==> config.mk <==
export PLATFORM = sky130hd
export DESIGN_NAME = flash_lock_ctrl
export DESIGN_NICKNAME = d
export VERILOG_FILES = /design/src/rtl/flash_lock_ctrl.sv
export SDC_FILE = /design/constraint.sdc
export NUM_CORES = 1
export LEC_CHECK = 0
export BUFFER_PORTS_ARGS = -buffer_cell sky130_fd_sc_hd__clkbuf_2
export CAP_MARGIN = 15
export CORE_MARGIN = 8
export CORE_UTILIZATION = 42
export DETAILED_ROUTE_END_ITERATION = 8
export PLACE_DENSITY = 0.69
export SYNTH_ARGS = -nofsm -noshare
export SYNTH_HDL_FRONTEND = slang
export SYNTH_SLANG_ARGS = --single-unit
==> constraint.sdc <==
create_clock -name clk -period 2.05 [get_ports clk]
set_clock_uncertainty 0.05 [all_clocks]
set_input_delay 0.41 -clock clk [delete_from_list [all_inputs] [get_ports clk]]
set_output_delay 0.41 -clock clk [all_outputs]
set_load 0.01 [all_outputs]
==> src/rtl/flash_lock_ctrl.sv <==
module flash_lock_ctrl #(
  parameter int NBLK     = 8,
  parameter int ADDR_W   = 8,
  parameter int BUSY_CYC = 4
) (
  input  logic              clk,
  input  logic              rst_n,
  input  logic              wr_en,
  input  logic [ADDR_W-1:0] wr_addr,
  input  logic [7:0]        wr_data,
  input  logic              hv_rst,
  input  logic              vpp_ok,
  output logic [7:0]        rd_data,
  output logic              ready,
  output logic [NBLK-1:0]   blk_lock,
  output logic              perm_lock
);

  localparam int BLK_W = (NBLK > 1) ? $clog2(NBLK) : 1;
  localparam int CNT_W = (BUSY_CYC > 1) ? $clog2(BUSY_CYC) : 1;

  localparam logic [7:0] C_SETUP = 8'h60, C_SETB = 8'h01, C_SETP = 8'hF1,
                         C_CLRB  = 8'hD0, C_CLRS = 8'h50, C_RDS  = 8'h70;
  localparam logic [7:0] E_PROT = 8'h02, E_VLOW = 8'h08, E_SET = 8'h10, E_CLR = 8'h20;

  typedef enum logic [1:0] {S_IDLE, S_SETUP, S_BUSY} state_t;

  state_t           state;
  logic             stat_mode;
  logic [7:0]       err_r;
  logic [7:0]       op_code, op_err;
  logic [BLK_W-1:0] op_blk;
  logic [CNT_W-1:0] cnt;
  logic [7:0]       cf_err;
  logic             cf_valid;

  wire [BLK_W-1:0] sel_blk = wr_addr[ADDR_W-1 -: BLK_W];
  wire             blocked = perm_lock | ~hv_rst;
  wire [7:0]       v_err   = vpp_ok ? 8'h00 : E_VLOW;

  always_comb begin
    cf_valid = 1'b1;
    cf_err   = 8'h00;
    case (wr_data)
      C_SETB: begin
        cf_err = (blocked ? E_PROT : 8'h00) | v_err;
        if (cf_err != 8'h00) cf_err = cf_err | E_SET;
      end
      C_SETP: begin
        cf_err = (hv_rst ? 8'h00 : E_PROT) | v_err;
        if (cf_err != 8'h00) cf_err = cf_err | E_SET;
      end
      C_CLRB: begin
        cf_err = (blocked ? E_PROT : 8'h00) | v_err;
        if (cf_err != 8'h00) cf_err = cf_err | E_CLR;
      end
      default: cf_valid = 1'b0;
    endcase
  end

  assign ready   = (state != S_BUSY);
  assign rd_data = stat_mode ? ({ready, 7'b0} | err_r) : 8'h00;

  always_ff @(posedge clk) begin
    if (!rst_n) begin
      state     <= S_IDLE;
      stat_mode <= 1'b0;
      err_r     <= 8'h00;
      op_code   <= 8'h00;
      op_err    <= 8'h00;
      op_blk    <= '0;
      cnt       <= '0;
      blk_lock  <= '0;
      perm_lock <= 1'b0;
    end else begin
      case (state)
        S_IDLE: if (wr_en) begin
          case (wr_data)
            C_SETUP: begin state <= S_SETUP; stat_mode <= 1'b1; end
            C_RDS:   stat_mode <= 1'b1;
            C_CLRS:  err_r <= 8'h00;
            default: stat_mode <= 1'b0;
          endcase
        end
        S_SETUP: if (wr_en) begin
          if (cf_valid) begin
            state   <= S_BUSY;
            op_code <= wr_data;
            op_err  <= cf_err;
            op_blk  <= sel_blk;
            cnt     <= CNT_W'(BUSY_CYC - 1);
          end else begin
            state <= S_IDLE;
            err_r <= err_r | E_SET | E_CLR;
          end
        end
        S_BUSY: begin
          if (cnt == '0) begin
            state <= S_IDLE;
            if (op_err != 8'h00) err_r <= err_r | op_err;
            else if (op_code == C_SETB) blk_lock[op_blk] <= 1'b1;
            else if (op_code == C_SETP) perm_lock <= 1'b1;
            else blk_lock <= '0;
          end else begin
            cnt <= cnt - 1'b1;
          end
        end
        default: state <= S_IDLE;
      endcase
    end
  end


  perm_sticky_chk: assert property (@(posedge clk) disable iff (!rst_n)
    perm_lock |=> perm_lock);


  perm_guard_chk: assert property (@(posedge clk) disable iff (!rst_n)
    perm_lock |=> ((blk_lock & $past(blk_lock)) == $past(blk_lock)));


  lock_at_end_chk: assert property (@(posedge clk) disable iff (!rst_n)
    !$stable(blk_lock) |-> $rose(ready));


  confirm_busy_chk: assert property (@(posedge clk) disable iff (!rst_n)
    (state == S_SETUP && wr_en && cf_valid) |=> !ready);


  bad_confirm_chk: assert property (@(posedge clk) disable iff (!rst_n)
    (state == S_SETUP && wr_en && !cf_valid) |=> (ready && err_r[5] && err_r[4]));


  err_sticky_chk: assert property (@(posedge clk) disable iff (!rst_n)
    (err_r[5] && !(wr_en && state == S_IDLE && wr_data == C_CLRS)) |=> err_r[5]);


  busy_count_chk: assert property (@(posedge clk) disable iff (!rst_n)
    (state == S_BUSY) |-> (int'(cnt) < BUSY_CYC));

endmodule

==> Yosys cells after proc, flatten, opt, wreduce, memory -nomap -nowiden <==
Index checks and enable logic that the tools add are counted.
{ "word_totals": {"register_bits": 41, "in_bits": 21, "word_cells": 95} }
{ "classes": {"addsub": 1, "reduce_logical": 19, "mux": 31, "bitwise_logic": 11, "eq_ne": 21, "magnitude_cmp": 2} }
{ "ops": {"columns": ["op", "count"], "rows": [
  ["2-to-1 mux 8 bit", 7],
  ["case mux 8 bit (3 select lines)", 2],
  ["== test 8 x 7 -> 1 bit, second input constant", 3],
  ["== test 8 bit, second input constant", 3],
  ["bitwise OR 8 bit", 3],
  ["nonzero test 8 bit", 3],
  ["2-to-1 mux 2 bit", 10],
  ["2-to-1 mux 6 bit", 3],
  ["inequality test 2 bit, second input constant", 9],
  ["== test 8 x 1 -> 1 bit, second input constant", 2],
  ["AND reduction 4 bit", 3],
  ["2-to-1 mux 5 bit", 2],
  ["bitwise OR 2 x 4 -> 4 bit", 2],
  ["AND reduction 7 bit", 1],
  ["case mux 2 bit (3 select lines)", 1],
  ["AND reduction 3 bit", 2],
  ["AND reduction 6 bit", 1],
  ["NOT 1 bit", 5],
  ["AND reduction 5 bit", 1],
  ["zero test 2 bit", 2],
  ["less-than comparator 3 x 4 -> 1 bit, second input constant", 1],
  ["2-to-1 mux 4 bit", 1],
  ["inequality test 2 x 1 -> 1 bit, second input constant", 2],
  ["case mux 2 bit (2 select lines)", 1],
  ["13 further kinds", 15]
]} }

==> Logic depth before layout (Yosys ltp) <==
{ "logic_depth": {"word_depth": 7, "mapped_depth": 8} }

==> Least setup slack after synthesis <==
OpenSTA, ideal clock, no wires.
{ "synth_path": {"path_kind": "input port to flip-flop", "startpoint": "input port wr_data[5]", "endpoint": "register op_blk[2]", "path_slack_ps": 69, "t_arrival_ps": 1802, "setup_ps": 129, "path_stages": 7, "path_cell_list": "buf_6 > or4_4 > a2bb2oi_2 > or3_4 > buf_6 > nand2_1 > a21oi_1"} }
{ "synth_between": {"elab_chain_cells": 4, "word_cells_on_any_way": 6} }
{ "synth_rtl": {"columns": ["item", "line", "source"], "rows": [
  ["start: declaration", "10", "input logic [7:0] wr_data,"],
  ["== test 8 bit / == test 8 x 1 -> 1 bit (equally long branches)", "44", "case (wr_data)"],
  ["OR reduction 3 bit (no source line) *", null, null],
  ["2-to-1 mux 1 bit *", "44", null],
  ["AND reduction 3 bit (no source line) *", null, null],
  ["end signal: assignment", "90", "op_blk <= sel_blk;"],
  ["end: declaration", "32", "logic [BLK_W-1:0] op_blk;"]
]} }
Mark *: on every way between the ends. The rest lies on a longest branch, timed or not.
A chain may end at the register's enable or synchronous reset.

==> Worst setup path in the final report <==
{ "layout_path": {"startpoint": "register state[0]", "endpoint": "output port rd_data[7]"} }
{ "layout_between": {"elab_chain_cells": 3} }
{ "layout_rtl": {"columns": ["item", "line", "source"], "rows": [
  ["start: declaration", "28", "state_t state;"],
  ["start signal: assignment", "66", "state <= S_IDLE;"],
  ["start signal: assignment", "79", "C_SETUP: begin state <= S_SETUP; stat_mode <= 1'b1; end"],
  ["start signal: assignment", "87", "state <= S_BUSY;"],
  ["inequality test 2 bit", "61", "assign ready = (state != S_BUSY);"],
  ["bitwise OR 8 bit", "62", "assign rd_data = stat_mode ? ({ready, 7'b0} | err_r) : 8'h00;"],
  ["2-to-1 mux 8 bit", "62", null],
  ["end: declaration", "13", "output logic [7:0] rd_data,"]
]} }
Every way passes these cells.

==> results.cfg <==
[outcome]
status = complete, no violations

[yosys]
synthFlopType = dfxtp_1
synthArstFlopShare_pct = 0
synthCells = 195
synth_edf_count = 0
synthTopCellsByArea = dfxtp_1 (41%), a21oi_1 (7.7%), nand2_1 (5.3%)
yosysTopAreaCell = dfxtp_1
syn_area_mm2 = 0.00163
synth_seq_cells = 33
synthDistinctLibCells = 47
synth_top_area_share_pct = 40.5
yosysMostFrequentCell = dfxtp_1
syn_area_per_cell_um2 = 8.36
yosys-top-cells-count = dfxtp_1 (33), a21oi_1 (25), nand2_1 (23)
yosys_warnings = 0
ys_seq_area_share_pct = 40.5

[floorplanning]
die_width_um = 78.3
die_h_um = 78.3
rows = 22
core-area_mm2 = 0.00369
io-pin-count = 39
dieArea_mm2 = 0.00613
initial_utilization_pct = 44.2

[cells_and_area]
nNetsFinal = 262
antenna_cells = 0
design_area_mm2 = 0.00195
syn2layout_area_growth_pct = 19.3
layout-drive-gt1-share_pct = 26.1

[critical_path]
cp-startpoint = state[0]
arrival_ps = 1400
crit_required_ps = 1590
crit_path_end_kind = primary output
crit_type = register to primary output
cp_max_fo = 6
r2r_end = err_r[5]
crit_path_start_kind = register
ff2ff_path_depth = 7
endpoint = rd_data[7]
r2r_start = state[0]
regToRegSetupSlack_ps = 240

[clock_network]
cts.sinks = 33
clk_pin_slew_ps = 70
postCtsSetupBuffers = 0
clock_latency_ps = 280
ctsHoldBuffers = 0
cts_tree = yes
ctsRootBufferMaster = clkbuf_8
ctsResizeCount = 0
cts_max_path_buffers = 2
numCtsBuffers = 5
htreeDepth = 2

[power_and_ir_drop]
powerDensity_mw_per_mm2 = 609
max-vdd-ir-drop_v = 0.000448
leakage_uw = 0.000803

[sta]
finalCritPeriodShare_pct = 90.5
tns_ps = 0
fin_crit_ps = 1860
hold_viol = 0
relSlewSlack_pct = 55.4
finalSetupViolCount = 0
max_clock_freq_mhz = 539
drv_slew = 0
worst_pin_slew_ps = 668
rsz0062_at_grt = no

[drt]
ant_nets = 0
drc = 0
num_vias = 1459
drt_iter0_markers = 58
wirelength_mm = 3.60
via_per_inst = 5.10
drt_pass1_iterations = 4
wire_per_inst_um = 12.6

[placement]
placedInstanceArea_mm2 = 0.00186
dp.final_hpwl_mm = 2.71
place.gp.congestion = 0.858
port_buffers = 30

[global_routing]
grt_pass1_vias = 1390
antenna_found_initial = 0
overflow = 0
grt_max_degree = 22
grt_pass1_wl_mm = 5.93
grt_usage_pct = 11.7

[job]
cap_violations = 0

[worst_hold_path]
hp-class = input port to register
[metal layers]
metal	part of all wire, %	routed length (um)	global-route usage [%]	up-vias
li1	-	-	-	766
met1	48	1720	13.5	653
met2	44	1600	18.8	30
met3	5.7	206	4.67	10
met4	1.9	70	4.81	0
met5	0	0	0	-
[state kept, by name, indices dropped and copies added (netlist names)]
signal / flops
err_r: 4
op_err: 4
blk_lock: 8
stat_mode: 1
op_blk: 3
op_code: 8
perm_lock: 1
cnt: 2
state: 2
[cells by family after synthesis]
group	count (synthesis)	share of synthesized area (%)
simple gates	86	28.3
compound gates	50	19.4
flops	33	40.5
buf+inv	19	7.21
fa+ha+maj	4	3.07
other cells	1	0.230
xor+xnor	1	0.537
mux	1	0.691
[worst min-delay path by stage]
stage          startpoint    endpoint  slack, ps  depth (start not counted)
2_1_floorplan  op_code[0]  op_code[0]        380                          2
3_3_place_gp   op_code[0]  op_code[0]        390                          2
3_5_place_dp   op_code[0]  op_code[0]        390                          2
4_1_cts        wr_addr[5]   op_blk[0]        290                          3
5_1_grt        wr_addr[7]   op_blk[2]        290                          3
6_report       wr_addr[5]   op_blk[0]        300                          3
[through the flow]
stage	util, %	cells	worst slack [ps]	power, uW	hold WS (ps)
floorplan	-	197	69.0	700	379
detailed placement	50.5	278	-91.1	728	393
CTS	52.7	286	183	1200	288
global route	52.7	286	86.6	1230	288
global placement	50.5	278	-83.5	727	391
finish	52.7	286	195	1190	295
[power breakdown]
part	internal [uW]	leakage (uW)	switching (uW)	total [uW]
sequential	641	0.000266	0.150	641
combinational	31.0	0.000499	41.6	72.6
clock	240	0.0000385	232	472
total	912	0.000803	274	1190
[worst max-delay path: stages (launching register included)]
cell and delay, ps:
dfxtp_1 360, inv_1 70, ha_1 270, buf_4 180
nor2b_1 100, clkbuf_2 140
[layout by cell type (no fill, tap or decap), drive strengths merged, types with 2 or more instances in the layout]
cell / instances
a21oi: 25
nand2b: 2
or4: 2
a31oi: 6
buf: 13
nand2: 23
inv: 9
and2: 6
nor4: 2
dfxtp: 33
nand3: 3
ha: 4
and3b: 2
clkbuf: 37
nor2b: 5
o21ai: 4
or3: 2
nor3: 7
conb: 3
nor2: 21
and3: 4
a211oi: 5
nand4: 3
a21o: 2
[layout make-up]
cell class / count / area [um2]
flip-flops and latches: 33 / 661
well taps: 48 / 60.1
inverters: 9 / 33.8
multi-input cells: 145 / 860
clock inverters: 1 / 7.51
clock buffers: 7 / 76.3
repair buffers: 43 / 248
fillers: 368 / 1740
No activity file was read; power rests on OpenSTA's default activity.
